File: src/rtl/fpu_csr_pkg.sv
// fpu_csr_pkg: shared field positions, widths and constants for the
// floating-point control/status register. Assumes a 32-bit word.
package fpu_csr_pkg;
    localparam int CSR_W    = 32;
    localparam int SEL_W    = 5;
    localparam int EXC_W    = 5;
    localparam int CAUSE_W  = 6;
    localparam int RM_W     = 2;
    localparam int RM_LO    = 0;
    localparam int FLAG_LO  = 2;
    localparam int EN_LO    = 7;
    localparam int CAUSE_LO = 12;
    localparam int COND_BIT = 23;

    localparam logic [SEL_W-1:0] SEL_IMPL = 5'd0;
    localparam logic [SEL_W-1:0] SEL_CSR  = 5'd31;

    typedef enum logic [RM_W-1:0] {
        RM_NEAREST = 2'd0,
        RM_ZERO    = 2'd1,
        RM_UP      = 2'd2,
        RM_DOWN    = 2'd3
    } round_mode_e;
endpackage

File: src/rtl/fpu_csr_gate.sv
// fpu_csr_gate: decodes move-port accesses, checks the coprocessor-usable
// bit and produces the write enable and the registered fault pulse.
// Assumes one access per cycle; select decoding is exact.
module fpu_csr_gate
    import fpu_csr_pkg::*;
(
    input  logic             clk,
    input  logic             rst_n,
    input  logic             cop_usable,
    input  logic             acc_valid,
    input  logic             acc_write,
    input  logic [SEL_W-1:0] acc_sel,
    output logic             wr_csr,
    output logic             rd_impl,
    output logic             rd_csr,
    output logic             fault_q
);
    logic granted;

    // Decode a granted access into its per-register actions.
    always_comb begin
        granted = acc_valid && cop_usable;
        wr_csr  = granted && acc_write && (acc_sel == SEL_CSR);
        rd_impl = granted && !acc_write && (acc_sel == SEL_IMPL);
        rd_csr  = granted && !acc_write && (acc_sel == SEL_CSR);
    end

    // Register a one-cycle fault for each access while the unit is unusable.
    always_ff @(posedge clk) begin
        if (!rst_n) fault_q <= 1'b0;
        else        fault_q <= acc_valid && !cop_usable;
    end


    fault_after_access_chk: assert property (@(posedge clk) disable iff (!rst_n)
        (acc_valid && !cop_usable) |=> fault_q);


    no_write_unusable_chk: assert property (@(posedge clk) disable iff (!rst_n)
        !cop_usable |-> !wr_csr);
endmodule

File: src/rtl/fpu_csr_store.sv
// fpu_csr_store: holds the control/status word. Applies a masked write,
// then the exception strobe (flags and cause), then the compare strobe
// (condition bit), so strobes win over a same-cycle write. Cause uses the
// enables held before the cycle.
module fpu_csr_store
    import fpu_csr_pkg::*;
#(
    parameter logic [CSR_W-1:0] WR_MASK = 32'h0183FFFF
) (
    input  logic             clk,
    input  logic             rst_n,
    input  logic             wr_en,
    input  logic [CSR_W-1:0] wr_data,
    input  logic             exc_stb,
    input  logic [EXC_W-1:0] exc_flags,
    input  logic             cmp_stb,
    input  logic             cmp_res,
    output logic [CSR_W-1:0] csr_q
);
    localparam int PAD_W = CAUSE_W - EXC_W;

    logic [CSR_W-1:0] csr_d;
    logic [EXC_W-1:0] en_now;

    // Build the next word from the write, exception and compare sources.
    always_comb begin
        en_now = csr_q[EN_LO +: EXC_W];
        csr_d  = csr_q;
        if (wr_en)
            csr_d = wr_data & WR_MASK;
        if (exc_stb) begin
            csr_d[FLAG_LO  +: EXC_W]   = exc_flags;
            csr_d[CAUSE_LO +: CAUSE_W] = {{PAD_W{1'b0}}, exc_flags & en_now};
        end
        if (cmp_stb)
            csr_d[COND_BIT] = cmp_res;
    end

    // Hold the word; reset clears it, selecting nearest-even rounding.
    always_ff @(posedge clk) begin
        if (!rst_n) csr_q <= '0;
        else        csr_q <= csr_d;
    end


    unused_bits_zero_chk: assert property (@(posedge clk) disable iff (!rst_n)
        (csr_q & ~WR_MASK) == '0);


    flags_capture_chk: assert property (@(posedge clk) disable iff (!rst_n)
        exc_stb |=> csr_q[FLAG_LO +: EXC_W] == $past(exc_flags));


    cause_masked_chk: assert property (@(posedge clk) disable iff (!rst_n)
        exc_stb |=> csr_q[CAUSE_LO +: EXC_W] ==
                    ($past(exc_flags) & $past(csr_q[EN_LO +: EXC_W])));


    cond_capture_chk: assert property (@(posedge clk) disable iff (!rst_n)
        cmp_stb |=> csr_q[COND_BIT] == $past(cmp_res));


    cmp_only_cond_chk: assert property (@(posedge clk) disable iff (!rst_n)
        (cmp_stb && !exc_stb && !wr_en) |=>
            (csr_q & ~(32'h1 << COND_BIT)) == ($past(csr_q) & ~(32'h1 << COND_BIT)));
endmodule

File: src/rtl/fpu_csr_unit.sv
// fpu_csr_unit: top of the floating-point control/status block. Combines
// the access gate, the register store and a combinational read mux, and
// drives rounding mode, branch condition and the unusable fault.
// Assumes read data is consumed in the cycle of the read access.
module fpu_csr_unit
    import fpu_csr_pkg::*;
#(
    parameter logic [CSR_W-1:0] IMPL_ID    = 32'h00000110,
    parameter logic [CSR_W-1:0] WR_MASK    = 32'h0183FFFF,
    parameter logic [1:0]       FAULT_UNIT = 2'd1
) (
    input  logic             clk,
    input  logic             rst_n,
    input  logic             cop_usable,
    input  logic             acc_valid,
    input  logic             acc_write,
    input  logic [SEL_W-1:0] acc_sel,
    input  logic [CSR_W-1:0] acc_wdata,
    output logic [CSR_W-1:0] acc_rdata,
    input  logic             exc_stb,
    input  logic [EXC_W-1:0] exc_flags,
    input  logic             cmp_stb,
    input  logic             cmp_res,
    output logic [RM_W-1:0]  round_mode,
    output logic             cond_true,
    output logic             cond_false,
    output logic             cop_fault,
    output logic [1:0]       fault_unit
);
    logic             wr_csr, rd_impl, rd_csr, fault_q;
    logic [CSR_W-1:0] csr_q;
    round_mode_e      rm;

    fpu_csr_gate u_gate (
        .clk        (clk),
        .rst_n      (rst_n),
        .cop_usable (cop_usable),
        .acc_valid  (acc_valid),
        .acc_write  (acc_write),
        .acc_sel    (acc_sel),
        .wr_csr     (wr_csr),
        .rd_impl    (rd_impl),
        .rd_csr     (rd_csr),
        .fault_q    (fault_q)
    );

    fpu_csr_store #(.WR_MASK(WR_MASK)) u_store (
        .clk       (clk),
        .rst_n     (rst_n),
        .wr_en     (wr_csr),
        .wr_data   (acc_wdata),
        .exc_stb   (exc_stb),
        .exc_flags (exc_flags),
        .cmp_stb   (cmp_stb),
        .cmp_res   (cmp_res),
        .csr_q     (csr_q)
    );

    // Select read data: implementation word, masked status word, or zero.
    always_comb begin
        if (rd_impl)     acc_rdata = IMPL_ID;
        else if (rd_csr) acc_rdata = csr_q & WR_MASK;
        else             acc_rdata = '0;
    end

    // Drive the rounding mode, branch conditions and fault outputs.
    always_comb begin
        rm         = round_mode_e'(csr_q[RM_LO +: RM_W]);
        round_mode = rm;
        cond_true  = csr_q[COND_BIT];
        cond_false = !csr_q[COND_BIT];
        cop_fault  = fault_q;
        fault_unit = fault_q ? FAULT_UNIT : 2'd0;
    end


    impl_read_chk: assert property (@(posedge clk) disable iff (!rst_n)
        (acc_valid && cop_usable && !acc_write && acc_sel == SEL_IMPL) |-> acc_rdata == IMPL_ID);


    unusable_read_zero_chk: assert property (@(posedge clk) disable iff (!rst_n)
        (acc_valid && !cop_usable) |-> acc_rdata == '0);


    fault_unit_chk: assert property (@(posedge clk) disable iff (!rst_n)
        cop_fault |-> fault_unit == FAULT_UNIT);
endmodule

File: config.mk
export PLATFORM = sky130hd
export DESIGN_NAME = fpu_csr_unit
export DESIGN_NICKNAME = d
export VERILOG_FILES = /design/src/rtl/fpu_csr_pkg.sv /design/src/rtl/fpu_csr_gate.sv /design/src/rtl/fpu_csr_store.sv /design/src/rtl/fpu_csr_unit.sv
export SDC_FILE = /design/constraint.sdc
export NUM_CORES = 1
export LEC_CHECK = 0
export BUFFER_PORTS_ARGS = -buffer_cell sky130_fd_sc_hd__buf_2
export CAP_MARGIN = 15
export CORE_UTILIZATION = 45
export DETAILED_ROUTE_END_ITERATION = 16
export GPL_TIMING_DRIVEN = 0
export PLACE_DENSITY = 0.86
export RECOVER_POWER = 25
export SLEW_MARGIN = 30
export SYNTH_ARGS = -nofsm -noshare
export SYNTH_HDL_FRONTEND = slang
export SYNTH_SLANG_ARGS = --single-unit
File: constraint.sdc
create_clock -name clk -period 2.7 [get_ports clk]
set_input_delay 0.675 -clock clk [delete_from_list [all_inputs] [get_ports clk]]
set_output_delay 0.675 -clock clk [all_outputs]
set_load 0.01 [all_outputs]
## Word-level counts from Yosys, hierarchy flattened

Index checks and enable logic that the tools add are counted.

| storage, ports and cells | value |
|---|---|
| register bits after elaboration | 21 |
| word-level logic and storage cells | 29 |
| input bits | 50 |
| output and inout bits | 39 |

| operators by class | value |
|---|---|
| multiplexer cells | 7 |
| equal/unequal tests | 1 |
| reduce and logical (&&, ||, !) cells | 14 |
| bitwise operators | 2 |

Operator list:

| operator | count |
|---|---|
| 32-bit two-way mux | 1 |
| 25-bit two-way mux | 1 |
| 24-bit two-way mux | 1 |
| 5-bit two-way mux | 2 |
| 1-bit logical AND | 7 |
| 5-bit AND | 1 |
| 5-bit equality test (second input constant) | 1 |
| 5-bit logical NOT | 1 |
| 2-bit nonzero test | 2 |
| 1-bit logical NOT | 3 |
| 1-bit two-way mux | 2 |
| 2-bit OR reduction | 1 |
| 1-bit NOT | 1 |

## Logic depth before layout (Yosys ltp)

Gate-level depths: netlist (run 1).

| depth | value |
|---|---|
| word-level depth | 5 |
| mapped depth | 5 |
| depth with buffers taken out | 3 |

## Modules after synthesis

Synthesis (run 1) repeated with hierarchy kept, for this count alone.

| unflattened totals | value |
|---|---|
| cells, all modules | 140 |
| area, all modules | 1443.9 um2 |

Modules (own cells, without submodules):

| module | cells an instance | instances | seq. area each (um2) | area each (um2) |
|---|---|---|---|---|
| fpu_csr_store | 90 | 1 | 400.4 | 1046.0 |
| fpu_csr_unit | 40 | 1 | 0.0 | 320.3 |
| fpu_csr_gate | 10 | 1 | 20.0 | 77.6 |

## Worst setup path before layout (run 1)

Ideal clock, no wire load.

| path | value |
|---|---|
| path type | input to output |
| start point | input port acc_write |
| end point | output port acc_rdata[10] |
| path slack | 0.548 ns |
| buffers on the path | 1 |
| data required time | 2.025 ns |
| arrival time | 1.477 ns |
| cell stages on the path | 4 |
| path through | nand3b_1 nor3_4 buf_6 and2_1 |

| on the way | value |
|---|---|
| cells in the longest elaborated chain, start to end | 5 |
| elaborated cells between the ends (all ways) | 6 |
| those cells by class | mux (2); reduce/logical (4) |

Ends and longest elaborated chain:

| item | line | text |
|---|---|---|
| start, declared | fpu_csr_unit.sv:16 | `input logic acc_write,` |
| 1-bit logical NOT (*) | fpu_csr_gate.sv:24, fpu_csr_gate.sv:25 |  |
| 1-bit logical AND (*) | fpu_csr_gate.sv:24, fpu_csr_gate.sv:25 |  |
| 1-bit logical AND | fpu_csr_gate.sv:25 | `rd_csr = granted && !acc_write && (acc_sel == SEL_CSR);` |
| 25-bit two-way mux | fpu_csr_unit.sv:62 | `else if (rd_csr) acc_rdata = csr_q & WR_MASK;` |
| 32-bit two-way mux (*) | fpu_csr_unit.sv:61 | `if (rd_impl) acc_rdata = IMPL_ID;` |
| end, declared | fpu_csr_unit.sv:19 | `output logic [CSR_W-1:0] acc_rdata,` |

Mark *: on every way between the ends. The rest lies on a longest branch, timed or not.

## Final worst setup path (run 1)

| path | value |
|---|---|
| start point | input port acc_write |
| end point | output port acc_rdata[9] |

The elaborated chain is that of the path after synthesis.

==> out/results.ini, run 1 <==
[sta]
setup_viol_count_final=0
rsz0062_at_grt=no
fin_crit_ns=2.553
maxSlewViolCount=0
fmax_ghz=0.3917
finalCritPeriodShare=0.9455
fin_skew_ns=0.009655
fin_tns_setup_ns=0
hold_violations=0

[finish]
layout-drive-gt1-share=0.3607
final_util=0.6307
design_area_um2=1739
areaGrowthSynthToFinish_pct=32.26
nNetsFinal=295
n_antenna_cell=0

[grt]
grt_pass1_vias=1197
overflow=0
grt_start_max_net_pins=13
antenna_found_initial=0
grt_pass1_wl_um=5306
grt_use_total=0.2107

[min_path]
min_path_type=flop to flop

[yosys]
yosys.area_share.adder=0
synth_compound_area_frac=0.1941
syn_area_um2=1315
synth_cell_types=25
synthMuxAreaShare=0.03806
yosysSeqAreaShare=0.3197
postSynthAreaPerCell_um2=7.970
synth_seq_cells=21
syn_inst=165
yosysWarnings=0
synth_top_family_by_area=simple AND/OR/NAND/NOR gates
synth_xor_area_frac=0
synth-simple-area-share=0.2854

[clock_tree]
clk_path_buf_depth=2
clockRootBuffer=clkbuf_4
clkTransAtPathRegs_ns=0.12
cts_buffers=3
cts_sinks=21
postCtsHoldBufs=0
htreeDepth=1
post_cts_buffers=0
cts.repair.resized=0
tritoncts=built
insertion_delay_ns=0.31

[route]
route.antenna.remaining_nets=0
viasPerCell=4.956
wire_per_inst_um=11.73
dr.max_layer_used=met4
drt-initial-drc-count=39
wl_met2_um=1531
wl_met1_um=1442
vias=1363
firstDrtPassIters=4
drc=0
wl_um=3226
routed-wl-met3_um=216

[power]
leakage_nw=0.8602
p_clk_frac=0.261
p_comb_frac=0.190
power_frac_seq=0.549
switchingPower_mw=0.1619
internal-power_mw=0.4285
powerDensity_nw_per_um2=339.5
p_sw_frac=0.2742
ir_drop_mv=0.2341

[placement]
io_buffer_count=63
gp_congestion=0.8341
dp_hpwl_um=2451
placed_area_um2=1714

[die]
ios=89
fp.dieH_um=56.06
core-area_um2=2758
die-area_um2=3142
fp.dieW_um=56.06
initial_core_util=0.4769
placementRows=19

[critical_path]
crit_path_start_kind=primary input
critPathCaptureType=output port
crit_fanout=10
cp.arrival_ns=1.88
criticalPathCategory=primary input to output port
required_ns=2.03

[flow_run]
maxCapViolCount=0

[outcome]
status=complete, no violations

==> layout make-up <==
class / count / area [um2]
clock buffers: 3 / 22.52
repair buffers: 63 / 312.8
inverters: 4 / 15.01
flip-flops and latches: 21 / 420.4
multi-input cells: 125 / 729.5
plain buffers: 27 / 195.2
well taps: 31 / 38.79
clock inverters: 1 / 5.005
fillers: 276 / 1018
==> worst max-delay path, cell delays in order <==
cell,delay [ns]
buf_2,0.11
nand3b_1,0.26
nor3_4,0.39
buf_6,0.19
and2_1,0.13
buf_2,0.12
==> cells in the final DEF (no fill, tap or decap) <==
cell and count:
nand3b_1 1, nor4_1 3, and2_1 17, buf_4 17, nor2_1 1, and3_1 5, inv_1 4, o21ai_0 25
nor2b_1 5, nand4_1 3, mux2i_1 5, nor3_1 1, conb_1 13, nand3_1 16, nor3_4 1, clkinv_2 1
a21boi_1 3, a211oi_1 1, nand2_1 8, buf_6 4, a31oi_1 5, dfxtp_1 21, a21oi_4 1, a21oi_1 3
buf_2 61, clkbuf_1 8, clkbuf_4 3, a21boi_0 5, and4_1 3
==> layer usage <==
metal,track usage,up-vias
met5,0,-
met2,0.3486,52
met1,0.2911,596
li1,-,710
met4,0.05226,0
met3,0.02558,5
==> through the flow <==
stage	total power [mW]	hold WS (ns)	setup slack (ns)	instances
after floorplan	0.3954	0.4339	0.5480	177
after global placement	0.4409	0.4401	0.1320	271
after detailed placement	0.4425	0.4543	0.1448	271
after CTS	0.5909	0.4710	0.1392	275
after global routing	0.6151	0.4915	0.04349	275
final	0.5904	0.4682	0.1471	275
==> synthesized netlist by cell type, drive strengths merged <==
| cell type | instances | area, um2 |
|---|---|---|
| and4 | 3 | 26.28 |
| nand3 | 16 | 80.08 |
| and3 | 5 | 31.28 |
| o21ai | 25 | 125.1 |
| nand2 | 8 | 30.03 |
| a31oi | 5 | 31.28 |
| nand4 | 3 | 18.77 |
| a211oi | 1 | 7.510 |
| and2 | 17 | 106.4 |
| nand3b | 1 | 7.510 |
| mux2i | 5 | 50.05 |
| conb | 1 | 3.750 |
| nor3 | 2 | 21.27 |
| buf | 21 | 172.7 |
| a21boi | 8 | 60.06 |
| nor2b | 5 | 31.28 |
| dfxtp | 21 | 420.4 |
| clkbuf | 6 | 22.52 |
| nor4 | 3 | 18.77 |
| inv | 4 | 15.01 |
| a21oi | 4 | 31.28 |
| nor2 | 1 | 3.750 |
==> cell families after synthesis <==
logic type,after synthesis
mux,5
flops,21
buf+inv,31
other cells,1
compound gates,43
simple gates,64
==> sequential cells by signal, summed over array words and instances, names as in the netlist <==
register and cells:
u_store.csr_q 20, u_gate.fault_q 1
==> power by group through the flow <==
stage	Combinational [mW]	Sequential, mW	Clock, mW
final	0.112	0.324	0.154
after CTS	0.112	0.324	0.155
after floorplan	0.0645	0.331	0
after detailed placement	0.111	0.331	0
after global placement	0.110	0.331	0
after global routing	0.123	0.326	0.166
==> final timing paths <==
| check | startpoint | to | slack [ns] | cells after the start |
|---|---|---|---|---|
| worst max-delay path | acc_write | acc_rdata[9] | 0.15 | 6 |
| worst min-delay path | u_store.csr_q[12]$_SDFFE_PN0P_ | u_store.csr_q[12]$_SDFFE_PN0P_ | 0.47 | 2 |
| worst max register to register | u_store.csr_q[9]$_SDFFE_PN0P_ | u_store.csr_q[14]$_SDFFE_PN0P_ | 1.88 | 3 |
| worst min register to register | u_store.csr_q[12]$_SDFFE_PN0P_ | u_store.csr_q[12]$_SDFFE_PN0P_ | 0.47 | 2 |
No activity file was read; power rests on OpenSTA's default activity.
==> run 2: changes to the inputs <==
Settings changed: CAP_MARGIN 15 to not set, CORE_UTILIZATION 45 to 30, PLACE_DENSITY 0.86 to not set.
==> out/results.ini, run 2 (same netlist as run 1, synthesis figures left out) <==
[outcome]
status=complete, no violations

[sta]
maxSlewViolCount=0
setup_viol_count_final=0
fin_skew_ns=0.002738
hold_violations=0
fin_crit_ns=2.545
fin_tns_setup_ns=0
rsz0062_at_grt=no
fmax_ghz=0.3930
finalCritPeriodShare=0.9424

[finish]
n_antenna_cell=0
layout-drive-gt1-share=0.3484
largest_reg_flops=20
areaGrowthSynthToFinish_pct=35.20
layout_commonest_cell=buf_2
design_area_um2=1778
instances_no_fill=294
final_util=0.4320
regMostFlops=u_store.csr_q
nNetsFinal=295
mostFrequentLayoutCells=buf_2, o21ai_0, dfxtp_1
largestRegisters=u_store.csr_q (20), u_gate.fault_q (1)

[die]
die-area_um2=4652
fp.dieW_um=68.21
initial_core_util=0.3195
fp.dieH_um=68.21
ios=89
placementRows=23
core-area_um2=4115

[clock_tree]
tritoncts=built
cts.repair.resized=0
clk_path_buf_depth=2
insertion_delay_ns=0.26
postCtsHoldBufs=0
clkTransAtPathRegs_ns=0.08
htreeDepth=1
cts_buffers=3
cts_sinks=21
post_cts_buffers=0
clockRootBuffer=clkbuf_8

[critical_path]
required_ns=2.03
criticalPathCategory=primary input to output port
cp.arrival_ns=1.87
critPathCaptureType=output port
crit_path_start_kind=primary input
crit_fanout=10

[route]
drt-initial-drc-count=35
route.antenna.remaining_nets=0
viasPerCell=4.571
wl_um=3499
drc=0
vias=1344
firstDrtPassIters=4
wire_per_inst_um=11.90

[power]
leakage_nw=0.8568
internal-power_mw=0.4751
switchingPower_mw=0.1691
p_clk_frac=0.323
ir_drop_mv=0.1442
power_frac_seq=0.503
powerDensity_nw_per_um2=362.3
p_sw_frac=0.2625
total_power_mw=0.6442
p_comb_frac=0.173

[placement]
dp.cells=290
dp_hpwl_um=2749
gp_congestion=0.7967
placed_area_um2=1738
io_buffer_count=63

[grt]
grt_pass1_wl_um=5623
grt_pass1_vias=1230
antenna_found_initial=0
grt_use_total=0.1628
grt_start_max_net_pins=13
overflow=0

[flow_run]
maxCapViolCount=0

[min_path]
min_path_type=flop to flop

## run 2: path summary, 6_finish.rpt
| check | startpoint | to | slack [ns] | cells after the start |
|---|---|---|---|---|
| max | acc_write | acc_rdata[14] | 0.16 | 6 |
| min | u_store.csr_q[14]$_SDFFE_PN0P_ | u_store.csr_q[14]$_SDFFE_PN0P_ | 0.45 | 2 |
| max reg2reg | u_store.csr_q[9]$_SDFFE_PN0P_ | u_store.csr_q[14]$_SDFFE_PN0P_ | 1.90 | 3 |
| min reg2reg | u_store.csr_q[14]$_SDFFE_PN0P_ | u_store.csr_q[14]$_SDFFE_PN0P_ | 0.45 | 2 |
## run 2: final cells by class
cell class	count	area (um2)
repair buffers	63	309.0
plain buffers	27	195.2
multi-input cells	125	729.5
well taps	50	62.56
inverters	4	15.01
clock buffers	3	41.29
flip-flops and latches	21	420.4
fillers	446	2337
clock inverters	1	5.005
## run 2: routing by layer
| layer | wire length, um | GRT usage |
|---|---|---|
| met2 | 1689 | 0.2721 |
| met4 | 29 | 0.05469 |
| met3 | 205 | 0.01833 |
| met5 | 0 | 0 |
| met1 | 1575 | 0.2151 |
## run 2: power groups by stage
stage / clock network (mW) / logic, mW / registers [mW]
2_1_floorplan: 0 / 0.0645 / 0.331
3_3_place_gp: 0 / 0.113 / 0.331
3_5_place_dp: 0 / 0.113 / 0.331
4_1_cts: 0.216 / 0.113 / 0.324
5_1_grt: 0.226 / 0.126 / 0.326
6_report: 0.208 / 0.112 / 0.324
## run 2: stage by stage
stage	hold WS (ns)	setup WS (ns)
after floorplan	0.4339	0.5480
after global placement	0.4405	0.1191
after detailed placement	0.4485	0.1181
after CTS	0.4602	0.1161
after global routing	0.4807	0.01243
final	0.4545	0.1555
## run 2: worst max-delay path, cell delays in order
cell and delay [ns]:
buf_2 0.11, nand3b_1 0.25, nor3_4 0.40, buf_6 0.19, and2_1 0.12, buf_2 0.12
==> run 3: changes to the inputs <==
Settings changed: CTS_CLUSTER_DIAMETER set to 120, PLACE_DENSITY set to 0.69.
==> out/results.ini, run 3 (same netlist as run 1, synthesis figures left out) <==
[clock_tree]
clk_path_buf_depth=2
clockRootBuffer=clkbuf_8
clkTransAtPathRegs_ns=0.08
postCtsHoldBufs=0
post_cts_buffers=0
cts_sinks=21
htreeDepth=1
cts.repair.resized=0
tritoncts=built
cts_buffers=3
insertion_delay_ns=0.27

[finish]
layout_commonest_cell=buf_2
nNetsFinal=295
areaGrowthSynthToFinish_pct=33.87
mostFrequentLayoutCells=buf_2, o21ai_0, dfxtp_1
largest_reg_flops=20
n_fill_cell=433
n_antenna_cell=0
layout-drive-gt1-share=0.3443
regMostFlops=u_store.csr_q
largestRegisters=u_store.csr_q (20), u_gate.fault_q (1)

[sta]
hold_violations=0
fin_crit_ns=2.572
relSlewSlack=0.5630
rsz0062_at_grt=no
maxSlewViolCount=0
finalCritPeriodShare=0.9527
setup_viol_count_final=0
fin_tns_setup_ns=0
fmax_ghz=0.3887
tightest_slew_ns=0.6555
fin_skew_ns=0.004809
whs_ns=0.4574

[placement]
gp_congestion=0.8463
dp_hpwl_um=2775
io_buffer_count=63

[route]
drc=0
vias=1375
viasPerCell=4.677
wire_per_inst_um=12.10
firstDrtPassIters=4
wl_um=3556
route.antenna.remaining_nets=0
drt-initial-drc-count=59

[grt]
grt_pass1_wl_um=5437
grt_pass1_vias=1216
grt_use_total=0.1597
grt_start_max_net_pins=13
antenna_found_initial=0
overflow=0

[die]
ios=89
core-area_um2=4115
fp.dieW_um=68.21
initial_core_util=0.3195
die-area_um2=4652
placementRows=23
fp.dieH_um=68.21

[critical_path]
critPathCaptureType=output port
required_ns=2.03
criticalPathCategory=primary input to output port
cpPeakStageDelay_ns=0.40
r2r_cells=3
crit_path_start_kind=primary input
crit_chain=buf_2, nand3b_1, nor3_4, buf_6, and2_1, buf_2
crit_fanout=10
worst_path_most_repeated_cell=buf_2
cp.arrival_ns=1.90
worst_path_max_delay_cell=nor3_4

[min_path]
min_path_type=flop to flop
min_path_cells=2

[outcome]
status=complete, no violations

[power]
leakage_nw=0.8543
total_power_mw=0.6460
ir_drop_mv=0.1625
powerDensity_nw_per_um2=367.0

[flow_run]
maxCapViolCount=0

-- run 3: cell counts in the layout (fill, tap and decap cells not counted) --
No cell type changed its count.
-- run 3: power by group --
group / leakage (nW) / total, mW / internal [mW] / switching, mW
Clock: 0.0255 / 0.212 / 0.103 / 0.109
Sequential: 0.171 / 0.324 / 0.320 / 0.00457
Combinational: 0.657 / 0.110 / 0.0519 / 0.0580
Total: 0.854 / 0.646 / 0.475 / 0.171
-- run 3: stage by stage --
| stage | cells | utilization | instance area (um2) | worst slack (ns) |
|---|---|---|---|---|
| 2_1_floorplan | 177 | - | 1360 | 0.5480 |
| 3_3_place_gp | 290 | 0.4223 | 1738 | 0.1511 |
| 3_5_place_dp | 290 | 0.4223 | 1738 | 0.1104 |
| 4_1_cts | 294 | 0.4336 | 1784 | 0.1170 |
| 5_1_grt | 294 | 0.4278 | 1760 | 0.05513 |
| 6_report | 294 | 0.4278 | 1760 | 0.1276 |
-- run 3: per-layer routing --
layer	GRT usage	wire [um]	up-vias
li1	-	-	714
met1	0.1870	1548	607
met2	0.2672	1637	49
met3	0.04167	304	5
met4	0.07813	65	0
met5	0	0	-
-- run 3: layout make-up --
type | count | area [um2] | share of cell area
plain buffers | 27 | 187.7 | 0.1066
inverters | 4 | 15.01 | 0.008529
multi-input cells | 125 | 718.2 | 0.4080
repair buffers | 63 | 310.3 | 0.1763
flip-flops and latches | 21 | 420.4 | 0.2388
clock buffers | 3 | 41.29 | 0.02345
well taps | 50 | 62.56 | 0.03554
clock inverters | 1 | 5.005 | 0.002843
-- run 3: worst paths after layout --
path                                        from                              to  slack, ns
setup reg to reg   u_store.csr_q[9]$_SDFFE_PN0P_  u_store.csr_q[14]$_SDFFE_PN0P_       1.88
hold / removal    u_store.csr_q[15]$_SDFFE_PN0P_  u_store.csr_q[15]$_SDFFE_PN0P_       0.46
hold reg to reg   u_store.csr_q[15]$_SDFFE_PN0P_  u_store.csr_q[15]$_SDFFE_PN0P_       0.46
setup / recovery                       acc_write                   acc_rdata[10]       0.13
-- run 3: critical path: cells and delay by family --
kind	cells	cell delay, ns
simple gates	3	0.79
buf+inv	3	0.42
